## config.mk

```make
export PLATFORM = sky130hd
export DESIGN_NAME = dinit_cmd_seq
export DESIGN_NICKNAME = d
export VERILOG_FILES = /design/src/rtl/dinit_pkg.sv /design/src/rtl/dinit_cmd_reg.sv /design/src/rtl/dinit_seq.sv /design/src/rtl/dinit_cmd_seq.sv
export SDC_FILE = /design/constraint.sdc
export NUM_CORES = 1
export LEC_CHECK = 0
export CORE_UTILIZATION = 30
export CTS_CLUSTER_DIAMETER = 80
export DETAILED_ROUTE_END_ITERATION = 8
export GPL_ROUTABILITY_DRIVEN = 1
export GPL_TIMING_DRIVEN = 0
export PLACE_DENSITY = 0.67
export SYNTH_ARGS = -nofsm -noshare
export SYNTH_HDL_FRONTEND = slang
export SYNTH_SLANG_ARGS = --single-unit
```

## constraint.sdc

```tcl
create_clock -name clk -period 3.89 [get_ports clk]
set_input_delay 0.389 -clock clk [delete_from_list [all_inputs] [get_ports clk]]
set_output_delay 0.389 -clock clk [all_outputs]
set_load 0.05 [all_outputs]
```

## src/rtl/dinit_pkg.sv

```systemverilog
package dinit_pkg;
  localparam int WORD_W   = 32;
  localparam int START_B  = 31;
  localparam int RANK_LSB = 20;
  localparam int RANK_FW  = 8;
  localparam int BANK_LSB = 17;
  localparam int BANK_W   = 3;
  localparam int ADDR_LSB = 4;
  localparam int ADDR_W   = 13;
  localparam int CODE_W   = 4;
  localparam int DLL_RST_B = 8;

  typedef enum logic [CODE_W-1:0] {
    CMD_DES  = 4'd0,
    CMD_PREA = 4'd1,
    CMD_REF  = 4'd2,
    CMD_MRS  = 4'd3,
    CMD_ZQS  = 4'd4,
    CMD_ZQL  = 4'd5,
    CMD_RSTL = 4'd6,
    CMD_MRR  = 4'd8
  } cmd_code_e;

  typedef struct packed {
    logic [RANK_FW-1:0] rank;
    logic [BANK_W-1:0]  bank;
    logic [ADDR_W-1:0]  addr;
    logic [CODE_W-1:0]  code;
  } dram_cmd_t;

  // Lower 31 bits of a command word built from its fields.
  function automatic logic [WORD_W-2:0] pack_word(dram_cmd_t c);
    return {3'b000, c.rank, c.bank, c.addr, c.code};
  endfunction
endpackage

```

## src/rtl/dinit_cmd_reg.sv

```systemverilog
module dinit_cmd_reg
  import dinit_pkg::*;
#(
  parameter int RANKS = 2
) (
  input  logic                 clk,
  input  logic                 rst_n,
  input  logic                 sw_wr,
  input  logic [WORD_W-1:0]    sw_wdata,
  input  logic                 seq_busy,
  input  logic                 seq_ld,
  input  dram_cmd_t            seq_cmd,
  input  logic                 phy_rdy,
  output logic                 pending,
  output logic [WORD_W-1:0]    rdata,
  output logic                 err,
  output logic                 issue,
  output logic [CODE_W-1:0]    out_code,
  output logic [RANKS-1:0]     out_rank,
  output logic [BANK_W-1:0]    out_bank,
  output logic [ADDR_W-1:0]    out_addr
);
  logic [WORD_W-2:0] word_q;
  logic              pend_q;
  logic              sw_take, sw_bad, load, fire;
  logic [WORD_W-2:0] word_d;

  assign sw_take = sw_wr && sw_wdata[START_B] && !pend_q && !seq_busy;
  assign sw_bad  = sw_wr && (pend_q || seq_busy);
  assign load    = sw_take || (seq_ld && !pend_q);
  assign fire    = pend_q && phy_rdy;
  assign word_d  = sw_take ? sw_wdata[WORD_W-2:0] : pack_word(seq_cmd);

  always_ff @(posedge clk or negedge rst_n) begin
    if (!rst_n) begin
      word_q <= '0;
      pend_q <= 1'b0;
      err    <= 1'b0;
    end else begin
      if (load) begin
        word_q <= word_d;
        pend_q <= 1'b1;
      end else if (fire) begin
        pend_q <= 1'b0;
      end
      if (sw_bad) err <= 1'b1;
    end
  end

  always_ff @(posedge clk or negedge rst_n) begin
    if (!rst_n) begin
      issue    <= 1'b0;
      out_code <= '0;
      out_rank <= '0;
      out_bank <= '0;
      out_addr <= '0;
    end else begin
      issue    <= fire;
      out_code <= fire ? word_q[CODE_W-1:0]            : '0;
      out_rank <= fire ? word_q[RANK_LSB +: RANKS]     : '0;
      out_bank <= fire ? word_q[BANK_LSB +: BANK_W]    : '0;
      out_addr <= fire ? word_q[ADDR_LSB +: ADDR_W]    : '0;
    end
  end

  assign pending = pend_q;
  assign rdata   = {pend_q, word_q};
endmodule

```

## src/rtl/dinit_seq.sv

```systemverilog
module dinit_seq
  import dinit_pkg::*;
#(
  parameter int RANKS = 2,
  parameter int LANES = 2
) (
  input  logic              clk,
  input  logic              rst_n,
  input  logic              init_start,
  input  logic              pending,
  input  logic [ADDR_W-1:0] mr0,
  input  logic [ADDR_W-1:0] mr1,
  input  logic [ADDR_W-1:0] mr2,
  input  logic [ADDR_W-1:0] mr3,
  input  logic [LANES-1:0]  cal_done,
  output logic              busy,
  output logic              done,
  output logic              seq_ld,
  output dram_cmd_t         seq_cmd,
  output logic              cal_req,
  output logic              refi_mask
);
  localparam int STEP_W    = 4;
  localparam int LAST_INIT = 6;
  localparam int FIRST_REF = 7;
  localparam int LAST_STEP = 9;
  localparam logic [RANK_FW-1:0] ALL_RANKS = RANK_FW'((1 << RANKS) - 1);

  typedef enum logic [1:0] {S_IDLE, S_ISSUE, S_WAIT, S_CAL} st_e;

  st_e               st_q;
  logic [STEP_W-1:0] step_q;
  logic              last_ok;

  always_comb begin
    seq_cmd      = '0;
    seq_cmd.rank = ALL_RANKS;
    unique case (step_q)
      4'd0: seq_cmd.code = CMD_DES;
      4'd1: seq_cmd.code = CMD_PREA;
      4'd2: begin seq_cmd.code = CMD_MRS; seq_cmd.bank = 3'd2; seq_cmd.addr = mr2; end
      4'd3: begin seq_cmd.code = CMD_MRS; seq_cmd.bank = 3'd3; seq_cmd.addr = mr3; end
      4'd4: begin seq_cmd.code = CMD_MRS; seq_cmd.bank = 3'd1; seq_cmd.addr = mr1; end
      4'd5: begin
        seq_cmd.code = CMD_MRS;
        seq_cmd.bank = 3'd0;
        seq_cmd.addr = mr0 | ADDR_W'(1 << DLL_RST_B);
      end
      4'd6: seq_cmd.code = CMD_ZQL;
      default: seq_cmd.code = CMD_REF;
    endcase
  end

  assign last_ok = (st_q == S_WAIT) && !pending && (step_q == STEP_W'(LAST_STEP));

  always_ff @(posedge clk or negedge rst_n) begin
    if (!rst_n) begin
      st_q   <= S_IDLE;
      step_q <= '0;
      done   <= 1'b0;
    end else begin
      done <= last_ok;
      unique case (st_q)
        S_IDLE: if (init_start && !pending) begin
          st_q   <= S_ISSUE;
          step_q <= '0;
        end
        S_ISSUE: if (!pending) st_q <= S_WAIT;
        S_WAIT: if (!pending) begin
          if (step_q == STEP_W'(LAST_INIT)) st_q <= S_CAL;
          else if (step_q == STEP_W'(LAST_STEP)) st_q <= S_IDLE;
          else begin
            step_q <= step_q + 1'b1;
            st_q   <= S_ISSUE;
          end
        end
        S_CAL: if (&cal_done) begin
          step_q <= STEP_W'(FIRST_REF);
          st_q   <= S_ISSUE;
        end
        default: st_q <= S_IDLE;
      endcase
    end
  end

  assign busy      = (st_q != S_IDLE);
  assign seq_ld    = (st_q == S_ISSUE) && !pending;
  assign cal_req   = (st_q == S_CAL);
  assign refi_mask = cal_req || (busy && step_q >= STEP_W'(FIRST_REF));
endmodule

```

## src/rtl/dinit_cmd_seq.sv

```systemverilog
module dinit_cmd_seq
  import dinit_pkg::*;
#(
  parameter int RANKS  = 2,
  parameter int LANES  = 2,
  parameter int REFI_W = 16
) (
  input  logic              clk,
  input  logic              rst_n,
  input  logic              sw_wr,
  input  logic [31:0]       sw_wdata,
  output logic [31:0]       sw_rdata,
  output logic              err_flag,
  input  logic              init_start,
  input  logic [12:0]       mr0,
  input  logic [12:0]       mr1,
  input  logic [12:0]       mr2,
  input  logic [12:0]       mr3,
  input  logic [REFI_W-1:0] refi_cfg,
  output logic [REFI_W-1:0] refi_eff,
  input  logic [LANES-1:0]  cal_done,
  output logic              cal_req,
  output logic              busy,
  output logic              done,
  input  logic              phy_rdy,
  output logic              dram_issue,
  output logic [3:0]        dram_cmd,
  output logic [RANKS-1:0]  dram_rank,
  output logic [2:0]        dram_bank,
  output logic [12:0]       dram_addr
);
  logic      pending, seq_ld, refi_mask;
  dram_cmd_t seq_cmd;

  dinit_seq #(.RANKS(RANKS), .LANES(LANES)) u_seq (
    .clk(clk), .rst_n(rst_n), .init_start(init_start), .pending(pending),
    .mr0(mr0), .mr1(mr1), .mr2(mr2), .mr3(mr3), .cal_done(cal_done),
    .busy(busy), .done(done), .seq_ld(seq_ld), .seq_cmd(seq_cmd),
    .cal_req(cal_req), .refi_mask(refi_mask)
  );

  dinit_cmd_reg #(.RANKS(RANKS)) u_reg (
    .clk(clk), .rst_n(rst_n), .sw_wr(sw_wr), .sw_wdata(sw_wdata),
    .seq_busy(busy), .seq_ld(seq_ld), .seq_cmd(seq_cmd), .phy_rdy(phy_rdy),
    .pending(pending), .rdata(sw_rdata), .err(err_flag), .issue(dram_issue),
    .out_code(dram_cmd), .out_rank(dram_rank), .out_bank(dram_bank),
    .out_addr(dram_addr)
  );

  assign refi_eff = refi_mask ? '0 : refi_cfg;
endmodule

```

==> flow_metrics.py <==
metrics = {
    "power": {
        "irDropWorstVdd_mv": 0.317,
        "finalPower_mw": 3.73,
        "p_leak_nw": 2.25,
        "seqPwrFrac_pct": 25.7,
        "p_sw_share_pct": 48.2,
        "combPwrFrac_pct": 59.0,
        "power.density_nw_per_um2": 713,
        "clkPwrFrac_pct": 15.2,
        "power_switching_mw": 1.80,
        "internal_power_mw": 1.93,
    },
    "logic_synthesis": {
        "syn_nets": 401,
        "synth_top_flop_cell": "dfrtp_1",
        "synth-xor-area-share_pct": 0,
        "yosys_warnings": 0,
        "synth_top_family_by_area": "compound AO/OA/AOI/OAI gates",
        "synth_area_per_cell_um2": 10.7,
        "syn_inst": 285,
        "synth-seq-cells": 63,
        "synthDistinctLibCells": 39,
        "synth_compound_area_share_pct": 22.1,
        "synth-async-reset-ratio_pct": 100,
        "synth_fa_ha_area_share_pct": 3.69,
        "synthMuxAreaShare_pct": 0.984,
        "yosysSeqAreaShare_pct": 51.6,
        "synthSimpleGateAreaFrac_pct": 16.0,
        "synth_edf_count": 0,
        "synth_area_um2": 3050,
    },
    "sta": {
        "fin_crit_ns": 3.26,
        "rsz0062_at_grt": "no",
        "fin_crit_sh_pct": 83.7,
        "drv_slew": 0,
        "fin_setup_tns_ns": 0,
        "tightest_slew_ns": 0.729,
        "finalSetupViolCount": 0,
        "timing.fmax_mhz": 307,
        "maxSlewHeadroom_pct": 51.4,
        "hold_viol_final": 0,
        "hold_ws_ns": 0.0936,
        "skew_ns": 0.00599,
    },
    "routing": {
        "wl_per_cell_um": 17.4,
        "viasPerCell": 5.03,
        "via_count": 3091,
        "drc": 0,
        "dr.pass1.iters": 4,
        "dr.first_iter.drc_count": 135,
        "drtAntennaViolNets": 0,
        "totalWireLength_um": 10700,
    },
    "global_routing": {
        "track_usage_pct": 20.2,
        "grt_pass1_vias": 3034,
        "grt_max_degree": 34,
        "grt_overflow": 0,
        "grt_pass1_wl_um": 15800,
        "antenna_found_initial": 0,
    },
    "finish": {
        "final_area_um2": 5230,
        "diodes": 0,
        "fin_util_pct": 53.2,
        "fin_nets": 593,
        "synthToLayoutAreaGrowth_pct": 71.1,
        "nFillCells": 918,
        "drive_above_1_share_pct": 7.26,
    },
    "clock_tree": {
        "postCtsSetupBuffers": 0,
        "clkTransAtPathRegs_ns": 0.07,
        "cts_buffers": 9,
        "cts_root_buffer": "clkbuf_8",
        "cts.sinks": 63,
        "h-tree-depth": 3,
        "clockBufferDepth": 2,
        "ctsResizeCount": 0,
        "worstSkewPairLatency_ns": 0.34,
        "holdBufCountCts": 0,
        "cts_tree": "built",
    },
    "worst_setup_path": {
        "cp-end-kind": "primary output",
        "crit_type": "reg -> out",
        "r2r_end": "u_reg.word_q[1]",
        "rrSetupSlack_ns": 1.87,
        "r2r_cells": 8,
        "rr_startpoint": "u_seq.step_q[0]",
        "cp.arrival_ns": 2.87,
        "crit_path_max_fanout": 10,
        "required_ns": 3.50,
        "crit_end": "refi_eff[7]",
        "worstSetupStartpoint": "u_seq.step_q[0]",
        "cp-start-kind": "register",
    },
    "floorplanning": {
        "die_h_um": 103,
        "dieArea_um2": 10600,
        "core_region_area_um2": 9820,
        "row_count": 36,
        "fp.dieW_um": 103,
        "ios": 182,
        "start_util_pct": 31.1,
    },
    "flow_run": {
        "cap_violations": 0,
    },
    "placed_design": {
        "hpwl_um": 8430,
        "place.gp.congestion": 0.830,
        "placed_area_um2": 5040,
        "io_buffers": 180,
    },
    "outcome": {
        "outcome": "finished, final reports clean",
    },
    "min_path": {
        "min_path_type": "in -> async",
    },
}
state kept, by name, summed over array words and instances (netlist names):
register	count
u_reg.out_bank	3
u_reg.out_code	4
u_seq.step_q	4
u_reg.out_rank	2
u_reg.word_q	31
u_seq.done	1
u_seq.st_q	2
u_reg.err	1
u_reg.pending	1
u_reg.issue	1
u_reg.out_addr	13
placed cells by master, fill, tap and decap left out, types with 3 or more instances in the layout:
cell	count
a21oi_1	4
a221o_1	10
a221oi_1	19
a22o_1	12
a22oi_1	11
a31oi_1	3
and2_1	17
and3_1	23
buf_2	13
clkbuf_1	10
clkbuf_8	9
clkdlybuf4s50_1	179
clkinv_2	3
dfrtp_1	63
ha_1	9
inv_1	9
mux2i_1	3
nand2_1	12
nand2b_1	3
nand3_1	3
nor2_1	12
nor3_1	12
o21ai_0	7
o22ai_1	7
area by class of cell:
| cell class | count | area [um2] | share of cell area (%) |
|---|---|---|---|
| timing repair buffer | 181 | 1820 | 34.8 |
| sequential | 63 | 1580 | 30.2 |
| multi-input combinational | 187 | 1310 | 25.0 |
| tap | 133 | 166 | 3.18 |
| buffer | 26 | 135 | 2.59 |
| clock buffer | 10 | 128 | 2.44 |
| clock inverter | 6 | 61.3 | 1.17 |
| inverter | 9 | 33.8 | 0.647 |
per-layer routing:
| metal | vias up | GRT usage, % | wire length, um |
|---|---|---|---|
| met1 | 1491 | 25.6 | 4500 |
| met5 | - | 0 | 0 |
| met3 | 15 | 3.80 | 577 |
| li1 | 1471 | - | - |
| met2 | 114 | 34.6 | 5480 |
| met4 | 0 | 6.72 | 152 |
stage by stage:
stage | setup slack (ns) | cells
after global routing | 0.379 | 615
after floorplan | 1.69 | 285
final | 0.634 | 615
after global placement | 0.415 | 598
after CTS | 0.583 | 615
after detailed placement | 0.958 | 599
cell families (layout without fill, tap and decap cells):
kind of cell | count (synthesis) | count (layout)
compound gates | 85 | 85
simple gates | 90 | 90
mux | 3 | 3
flops | 63 | 63
buf+inv | 35 | 232
fa+ha+maj | 9 | 9
synthesized netlist by cell type (2+ instances only):
cell type  number  area [um2]
nor2_1         12        45.0
nand4_1         2        12.5
nand3b_1        2        15.0
mux2i_1         3        30.0
a22o_1         12         105
a22oi_1        11        82.6
buf_2          12        60.1
and2_1         17         106
o211ai_1        2        15.0
nand3_1         3        15.0
a31oi_1         3        18.8
nand2b_1        3        18.8
and3_1         23         144
a221oi_1       19         166
nor3_1         12        60.1
a221o_1        10         100
buf_6           2        22.5
o21ai_0         7        35.0
a21o_1          2        15.0
inv_1           9        33.8
o22a_1          2        17.5
dfrtp_1        63        1580
a21oi_1         4        20.0
clkbuf_1        9        33.8
o22ai_1         7        43.8
ha_1            9         113
nand2_1        12        45.0
buf_4           2        15.0
critical path, cell delays in order (launching register included):
cell	delay [ns]
dfrtp_1	0.42
ha_1	0.20
buf_2	0.19
a21oi_1	0.17
nor2_1	0.05
nor2_1	0.24
clkbuf_1	0.27
and2_1	0.18
clkdlybuf4s50_1	0.80
worst min path at each step:
stage | from | end | slack [ns]
2_1_floorplan | rst_n | u_reg.err | 0.09
3_3_place_gp | u_reg.err | u_reg.err | 0.46
3_5_place_dp | u_reg.err | u_reg.err | 0.46
4_1_cts | rst_n | u_reg.out_rank[1] | 0.13
5_1_grt | rst_n | u_reg.out_rank[1] | 0.16
6_report | rst_n | u_reg.out_rank[1] | 0.09
power by group through the flow:
stage	clock (mW)	sequential, mW	combinational [mW]
5_1_grt	0.597	0.981	2.33
4_1_cts	0.574	0.957	2.21
6_report	0.568	0.958	2.20
3_3_place_gp	0	0.966	2.17
3_5_place_dp	0	0.968	2.20
2_1_floorplan	0	1.48	0.906
No activity file was read; power rests on OpenSTA's default activity.
